<file path="config.mk">
export PLATFORM = sky130hd
export DESIGN_NAME = sysclk_tree
export DESIGN_NICKNAME = d
export VERILOG_FILES = /design/src/rtl/sctree_pkg.sv /design/src/rtl/sctree_rstsync.sv /design/src/rtl/sctree_cfg.sv /design/src/rtl/sctree_div.sv /design/src/rtl/sysclk_tree.sv
export SDC_FILE = /design/constraint.sdc
export NUM_CORES = 1
export LEC_CHECK = 0
export ABC_AREA = 1
export BUFFER_PORTS_ARGS = -buffer_cell sky130_fd_sc_hd__buf_4
export CAP_MARGIN = 20
export CORE_MARGIN = 5
export CORE_UTILIZATION = 51
export CTS_BUF_LIST = sky130_fd_sc_hd__clkbuf_16
export CTS_CLUSTER_DIAMETER = 60
export DETAILED_ROUTE_END_ITERATION = 7
export PLACE_DENSITY = 0.77
export SLEW_MARGIN = 20
export SYNTH_ARGS = -nofsm -noshare
export SYNTH_HDL_FRONTEND = slang
export SYNTH_HIERARCHICAL = 1
export SYNTH_SLANG_ARGS = --single-unit
</file>
<file path="constraint.sdc">
create_clock -name clk -period 1.6 [get_ports clk]
set_input_delay 0.16 -clock clk [delete_from_list [all_inputs] [get_ports clk]]
set_output_delay 0.16 -clock clk [all_outputs]
set_load 0.01 [all_outputs]
</file>
<file path="src/rtl/sctree_pkg.sv">
package sctree_pkg;

  typedef logic [1:0] div_log2_t;

  // High-speed prescaler code to log2 of ratio; reserved code maps to divide by 1.
  function automatic div_log2_t hpre_to_log2(input logic [1:0] code);
    case (code)
      2'd1:    hpre_to_log2 = 2'd1;
      2'd2:    hpre_to_log2 = 2'd2;
      default: hpre_to_log2 = 2'd0;
    endcase
  endfunction

  // Peripheral prescaler code: only code 1 halves.
  function automatic div_log2_t ppre_to_log2(input logic [1:0] code);
    ppre_to_log2 = (code == 2'd1) ? 2'd1 : 2'd0;
  endfunction

endpackage

</file>
<file path="src/rtl/sctree_rstsync.sv">
module sctree_rstsync #(
  parameter int STAGES = 2
) (
  input  logic clk,
  input  logic rst_n,
  output logic rst_sync_n
);
  logic [STAGES-1:0] sync_q;

  always_ff @(posedge clk or negedge rst_n) begin
    if (!rst_n) sync_q <= '0;
    else        sync_q <= {sync_q[STAGES-2:0], 1'b1};
  end

  assign rst_sync_n = sync_q[STAGES-1];
endmodule

</file>
<file path="src/rtl/sctree_cfg.sv">
module sctree_cfg
  import sctree_pkg::*;
#(
  parameter int NSRC        = 4,
  parameter int SELW        = 3,
  parameter int DEFAULT_SRC = 0
) (
  input  logic            clk,
  input  logic            rst_n,
  input  logic            cfg_we,
  input  logic [SELW-1:0] cfg_src,
  input  logic [1:0]      cfg_hpre,
  input  logic [1:0]      cfg_ppre,
  output logic [SELW-1:0] src_q,
  output div_log2_t       hlog2_q,
  output div_log2_t       plog2_q,
  output logic            ratio_chg
);
  localparam logic [SELW-1:0] DEF_CODE = SELW'(DEFAULT_SRC);
  localparam logic [SELW:0]   NSRC_W   = (SELW+1)'(NSRC);

  logic [SELW-1:0] src_d;
  div_log2_t       hlog2_d, plog2_d, hlog2_new, plog2_new;

  always_comb begin
    hlog2_new = hpre_to_log2(cfg_hpre);
    plog2_new = ppre_to_log2(cfg_ppre);
    ratio_chg = cfg_we && ((hlog2_new != hlog2_q) || (plog2_new != plog2_q));
    src_d     = src_q;
    hlog2_d   = hlog2_q;
    plog2_d   = plog2_q;
    if (cfg_we) begin
      src_d   = ({1'b0, cfg_src} < NSRC_W) ? cfg_src : DEF_CODE;
      hlog2_d = hlog2_new;
      plog2_d = plog2_new;
    end
  end

  always_ff @(posedge clk or negedge rst_n) begin
    if (!rst_n) begin
      src_q   <= DEF_CODE;
      hlog2_q <= '0;
      plog2_q <= '0;
    end else begin
      src_q   <= src_d;
      hlog2_q <= hlog2_d;
      plog2_q <= plog2_d;
    end
  end
endmodule

</file>
<file path="src/rtl/sctree_div.sv">
module sctree_div
  import sctree_pkg::*;
(
  input  logic      clk,
  input  logic      rst_n,
  input  logic      tick_in,
  input  logic      restart,
  input  div_log2_t log2_ratio,
  output logic      tick_out
);
  logic [1:0] cnt_q, cnt_d, last;

  always_comb begin
    last  = 2'((3'd1 << log2_ratio) - 3'd1);
    cnt_d = cnt_q;
    if (restart)      cnt_d = '0;
    else if (tick_in) cnt_d = (cnt_q == last) ? 2'd0 : cnt_q + 2'd1;
  end

  always_ff @(posedge clk or negedge rst_n) begin
    if (!rst_n) cnt_q <= '0;
    else        cnt_q <= cnt_d;
  end

  assign tick_out = tick_in && (cnt_q == 2'd0);
endmodule

</file>
<file path="src/rtl/sysclk_tree.sv">
module sysclk_tree
  import sctree_pkg::*;
#(
  parameter int NSRC        = 4,
  parameter int SELW        = 3,
  parameter int DEFAULT_SRC = 0
) (
  input  logic            clk,
  input  logic            rst_n,
  input  logic            deep_sleep,
  input  logic            cfg_we,
  input  logic [SELW-1:0] cfg_src,
  input  logic [1:0]      cfg_hpre,
  input  logic [1:0]      cfg_ppre,
  output logic [SELW-1:0] eff_src,
  output logic [NSRC-1:0] src_onehot,
  output logic            sysclk_en,
  output logic            hclk_en,
  output logic            pclk_en,
  output logic            lsclk_en
);
  localparam int NSTAGE = 3;

  logic      rst_sync_n, run, ratio_chg, restart;
  div_log2_t hlog2, plog2;
  div_log2_t      stage_log2 [NSTAGE];
  logic [NSTAGE:0] ticks;

  sctree_rstsync #(.STAGES(2)) u_rst (
    .clk(clk), .rst_n(rst_n), .rst_sync_n(rst_sync_n)
  );

  sctree_cfg #(.NSRC(NSRC), .SELW(SELW), .DEFAULT_SRC(DEFAULT_SRC)) u_cfg (
    .clk(clk), .rst_n(rst_sync_n), .cfg_we(cfg_we), .cfg_src(cfg_src),
    .cfg_hpre(cfg_hpre), .cfg_ppre(cfg_ppre), .src_q(eff_src),
    .hlog2_q(hlog2), .plog2_q(plog2), .ratio_chg(ratio_chg)
  );

  assign run       = rst_sync_n && !deep_sleep;
  assign restart   = ratio_chg || !run;
  assign sysclk_en = run;
  assign ticks[0]  = run;

  assign stage_log2[0] = hlog2;
  assign stage_log2[1] = plog2;
  assign stage_log2[2] = 2'd1;   // low-speed stage is a fixed halving

  for (genvar g = 0; g < NSTAGE; g++) begin : g_stage
    sctree_div u_div (
      .clk(clk), .rst_n(rst_sync_n), .tick_in(ticks[g]), .restart(restart),
      .log2_ratio(stage_log2[g]), .tick_out(ticks[g+1])
    );
  end

  assign hclk_en  = ticks[1];
  assign pclk_en  = ticks[2];
  assign lsclk_en = ticks[3];

  always_comb begin
    src_onehot = '0;
    for (int i = 0; i < NSRC; i++)
      if (eff_src == SELW'(i)) src_onehot[i] = 1'b1;
  end
endmodule

</file>
==> After elaboration in Yosys (flattened, before gate mapping) <==
Cells that the tools add are included.
{ "classes": {"addsub": 5, "n_lt_le_gt_ge": 1, "n_eq_ne": 11, "shift": 2, "n_mux": 16, "n_reduce_logical": 16} }
{ "ops": {"columns": ["cell", "count"], "rows": [
  ["$mux 2", 9],
  ["$add 2x1->2 const B", 3],
  ["$eq 2x1->1 const B", 3],
  ["$eq 3x2->1 const B", 2],
  ["$logic_not 2->1", 3],
  ["$reduce_bool 2->1", 3],
  ["$logic_and 1x1->1", 5],
  ["$mux 1", 5],
  ["$eq 2x2->1", 2],
  ["$ne 2x2->1", 2],
  ["$pmux 2 s2", 1],
  ["$shl 1x2->2 const A", 2],
  ["$sub 2x1->2 const B", 2],
  ["$eq 3x1->1 const B", 1],
  ["$logic_not 3->1", 1],
  ["$lt 3x3->1 const B", 1],
  ["$mux 3", 1],
  ["$eq 2x2->1 const B", 1],
  ["$logic_not 1->1", 2],
  ["$logic_or 1x1->1", 2]
]} }
{ "totals": {"ff_bits": 15, "in_bits": 11, "out_inout_bits": 11, "elab_cells": 58} }

==> Longest topological paths before layout <==
{ "logic_depth": {"ltp_word": 7, "ltp_mapped": 12, "mapped_depth_nobuf": 12} }

==> Modules after synthesis <==
Netlist, hierarchy kept.
{ "modules_own_cells": {"columns": ["mod", "instances", "cells_per_inst", "area_each_um2", "seq_area_each_um2"], "rows": [
  ["sctree_div", 3, 25, 160.2, 50.0],
  ["sctree_cfg", 1, 42, 296.5, 125.1],
  ["sysclk_tree", 1, 15, 58.8, 0.0],
  ["sctree_rstsync", 1, 3, 53.8, 50.0]
]} }

==> Worst setup path after synthesis <==
OpenSTA, ideal clock, no wires.
{ "synth_path": {"kind": "reg-to-reg", "from": "register u_rst.sync_q[1]", "to": "register g_stage[2].u_div.cnt_q[0]", "setup_time_ns": 0.065, "arrival_time_ns": 1.586, "required_time_ns": 1.535, "setup_slack_ns": -0.051, "stages_incl_launch_ff": 10, "n_path_buf": 0, "synth_period_minus_slack_ns": 1.651, "cell_sequence": "dfrtp_1 -> inv_1 -> nor2_2 -> nand2_1 -> inv_1 -> nand2_1 -> inv_1 -> nor3b_1 -> nand2_1 -> nand2_1"} }
{ "synth_between": {"elab_chain_cells": 4, "word_cells_on_any_way": 7, "cone_classes": "1 x mux; 6 x reduce/logical"} }
{ "synth_lines": {"columns": ["item", "line_no", "text"], "rows": [
  ["from (decl)", "sctree_rstsync.sv:8", "logic [STAGES-1:0] sync_q;"],
  ["from (signal assigned)", "sctree_rstsync.sv:12", "else sync_q <= {sync_q[STAGES-2:0], 1'b1};"],
  ["$logic_and 1x1->1", "sysclk_tree.sv:39", "assign run = rst_sync_n && !deep_sleep;"],
  ["via sysclk_en", "sysclk_tree.sv:17", "output logic sysclk_en,"],
  ["$logic_and 1x1->1", "sctree_div.sv:25", "assign tick_out = tick_in && (cnt_q == 2'd0);"],
  ["via hclk_en", "sysclk_tree.sv:18", "output logic hclk_en,"],
  ["$logic_and 1x1->1", "sctree_div.sv:25", null],
  ["via pclk_en", "sysclk_tree.sv:19", "output logic pclk_en,"],
  ["$reduce_bool 2->1 (no line)", null, null],
  ["to (signal assigned)", "sctree_div.sv:22", "else cnt_q <= cnt_d;"],
  ["to (decl)", "sctree_div.sv:11", "logic [1:0] cnt_q, cnt_d, last;"]
]} }
The timed path passes the listed nets, and every way through them passes these cells.
A chain may end at the register's enable or synchronous reset.

==> Worst setup path in the final report <==
{ "layout_path": {"from": "register g_stage[0].u_div.cnt_q[0]", "to": "output lsclk_en"} }
{ "layout_between": {"elab_chain_cells": 4} }
{ "layout_lines": {"columns": ["item", "line_no", "text"], "rows": [
  ["from (decl)", "sctree_div.sv:11", null],
  ["from (signal assigned)", "sctree_div.sv:22", null],
  ["$logic_not 2->1", "sctree_div.sv:25", null],
  ["$logic_and 1x1->1 (3 in series)", "sctree_div.sv:25", null],
  ["to (decl)", "sysclk_tree.sv:20", "output logic lsclk_en"]
]} }
No other way between the ends.

==> impl_metrics.yaml <==
run_status:
  status: "complete, no violations"
worst_setup_path:
  crit_arrival_ps: 1340
  path_delay_family: "flip-flops"
  max_stage_delay_ps: 390
  slowest_stage: "dfrtp_1"
  crit_path_max_fanout: 5
  worst-path-buf-inv: 5
  cp-start-kind: "register"
  crit_type: "register to primary output"
  path_cells: "inv_2 -> ha_1 -> nand2_1 -> inv_2 -> nand2_1 -> inv_2 -> nand2_1 -> inv_1 -> buf_4"
  end_kind: "primary output"
  cp.required_ps: 1440
floorplanning:
  dieArea_mm2: 0.00268
  initial_core_util: 0.527
  core-area_mm2: 0.00169
  die_h_um: 51.8
  io_pins: 22
  die_width_um: 51.8
  std_cell_rows: 15
sta:
  rsz0062_at_grt: "yes"
  setup_tns_ps: 0
  setup_viol: 0
  skew_ps: 0.969
  max_freq_ghz: 0.666
  hold_viol: 0
  finalCriticalPeriod_ps: 1500
  slew_violations: 0
  period_share: 0.939
  worst_hold_slack_ps: 198
synthesis:
  yosys-mux-area-fraction: 0
  syn_avg_cell_area_um2: 6.59
  yosysSeqAreaShare: 0.366
  synth_area_um2: 890
  synth_seq_cells: 13
  yosys.area_share.simple: 0.387
  synth.lib_cells_used.distinct: 17
  synth-xor-area-share: 0
  yosys_warnings: 6
  synth_top_family_by_area: "simple AND/OR/NAND/NOR gates"
  synth_fa_ha_area_frac: 0.0422
  netlist_instances: 135
  synth-compound-area-share: 0.0661
global_routing:
  grt_pass1_wl_mm: 3.74
  met2_usage: 0.381
  grt_start_max_net_pins: 12
  grt_overflow_total: 0
  grt_use_total: 0.196
  grtUsageMet1: 0.196
  busiest_layer: "met2"
  use_met3: 0.0430
  first_global_vias: 850
  antenna_found_initial: 0
clock_tree:
  path_clk_slew_ps: 50
  clk_latency_ps: 240
  numCtsBuffers: 3
  cts_htree_levels: 1
  cts_root_buffer: "clkbuf_16"
  numClockSinks: 13
  ctsLongestPathBuffers: 2
  tritoncts: "done"
power_and_ir_drop:
  power.share.clock: 0.473
  ir_drop_mv: 0.668
  switchingPower_mw: 0.256
  power_density_mw_per_mm2: 855
  pwr-share-comb: 0.168
  internal-power_mw: 0.753
  p_seq_frac: 0.359
  leakage_nw: 0.649
  p_sw_frac: 0.254
finish:
  layout_commonest_cell: "nand2_1"
  mostFrequentLayoutCells: "nand2_1, buf_4, inv_1"
  area_growth_pct: 32.5
  final_nets: 180
  antennaDiodeCount: 0
  drive_gt1_frac: 0.267
  fill_cells: 142
detailed_routing:
  wire_per_inst_um: 11.7
  wl_mm: 2.14
  drt_iter0_drc: 11
  num_vias: 861
  ant_nets: 0
  dr.pass1.iters: 4
  drc: 0
  avgViaCountPerCell: 4.73
place:
  port_buffers: 20
  place_congestion: 0.787
  dpl.hpwl_mm: 1.58
flow_run:
  drv_cap: 0
worst_hold_path:
  hold_path_class: "register to async pin"
[cell families (layout without fill, tap and decap cells)]
logic type | count (synthesis) | after routing
buf+inv | 27 | 52
compound gates | 8 | 8
flops | 13 | 13
other cells | 4 | 9
simple gates | 80 | 80
fa+ha+maj | 3 | 3
[sequential cells by signal (all words and copies together), names as in the netlist]
name and cells:
g_stage.u_div/cnt_q 6, u_cfg/hlog2_q 2, u_cfg/src_q 2, u_rst/sync_q 2
u_cfg/plog2_q 1
[cell type report]
class                      instances  area (µm²)  area share
multi-input combinational        100         482       0.409
sequential                        13         327       0.277
timing repair buffer              23         175       0.149
inverter                          25        93.8      0.0796
clock buffer                       3        75.1      0.0637
tap                               17        21.3      0.0180
clock inverter                     1        5.00     0.00425
[path summary, 6_finish.rpt]
| kind | cells past startpoint | to | start | slack [ps] |
|---|---|---|---|---|
| setup / recovery | 9 | lsclk_en | g_stage[0].u_div/cnt_q[0] | 100 |
| hold / removal | 1 | u_cfg/hlog2_q[0] | u_rst/sync_q[1] | 200 |
| setup reg to reg | 11 | g_stage[0].u_div/cnt_q[0] | u_cfg/hlog2_q[1] | 200 |
| hold reg to reg | 1 | u_cfg/hlog2_q[0] | u_rst/sync_q[1] | 200 |
| max in group asynchronous | 1 | g_stage[2].u_div/cnt_q[0] | u_rst/sync_q[1] | 1250 |
| min in group clk | 3 | u_cfg/src_q[1] | cfg_src[1] | 200 |
[layer usage]
layer  up-vias  part of all wire
li1        451                 -
met1       394              0.40
met2        12              0.55
met3         4             0.032
met4         0             0.016
met5         -                 0
[worst register-to-register path, cell delays in order, from the launching register on]
cell and delay, ps:
dfrtp_1 440, inv_1 90, nand2_1 50, nand2_1 50, nand2_1 50, nor2_1 90
nor2_1 50, inv_1 60, nand2_2 120, nor3b_1 200, nand2_1 70, nand2_1 70
[per-stage QoR]
| stage | std cells | util | total power, mW | worst slack (ps) | area, µm² |
|---|---|---|---|---|---|
| after floorplan | 140 | - | 0.464 | 56.3 | 910 |
| after global placement | 176 | 0.636 | 0.519 | 241 | 1070 |
| after detailed placement | 176 | 0.636 | 0.526 | 166 | 1070 |
| after CTS | 182 | 0.693 | 1.00 | 5.05 | 1170 |
| after global routing | 182 | 0.698 | 1.06 | -13.8 | 1180 |
| final | 182 | 0.698 | 1.01 | 97.7 | 1180 |
[timing repair]
item,CTS,global route
gates cloned,0,0
gates resized for setup,1,5
buffers inserted,1,0
endpoints found under the setup margin,1,7
hold endpoints to repair,2,0
hold buffers,1,0
[power by group through the flow]
| stage | Sequential (mW) | Clock [mW] | Combinational [mW] |
|---|---|---|---|
| global placement | 0.365 | 0 | 0.153 |
| CTS | 0.362 | 0.476 | 0.166 |
| floorplan | 0.368 | 0 | 0.0953 |
| global route | 0.364 | 0.510 | 0.189 |
| detailed placement | 0.367 | 0 | 0.159 |
| finish | 0.362 | 0.477 | 0.169 |
[cells in the mapped netlist]
cell | number | share of area
nand3_1 | 2 | 0.011
conb_1 | 4 | 0.017
or2_4 | 1 | 0.0098
nand2_1 | 54 | 0.23
inv_2 | 2 | 0.0084
o21ai_1 | 2 | 0.011
o21ai_0 | 1 | 0.0056
nand3b_1 | 1 | 0.0084
inv_1 | 23 | 0.097
ha_1 | 3 | 0.042
nand3_2 | 3 | 0.034
nor3b_1 | 3 | 0.025
nor2_2 | 1 | 0.0070
nor2_1 | 15 | 0.063
buf_4 | 2 | 0.017
o21ai_2 | 5 | 0.049
dfrtp_1 | 13 | 0.37
Note: power is estimated with default switching activity, not from simulation.
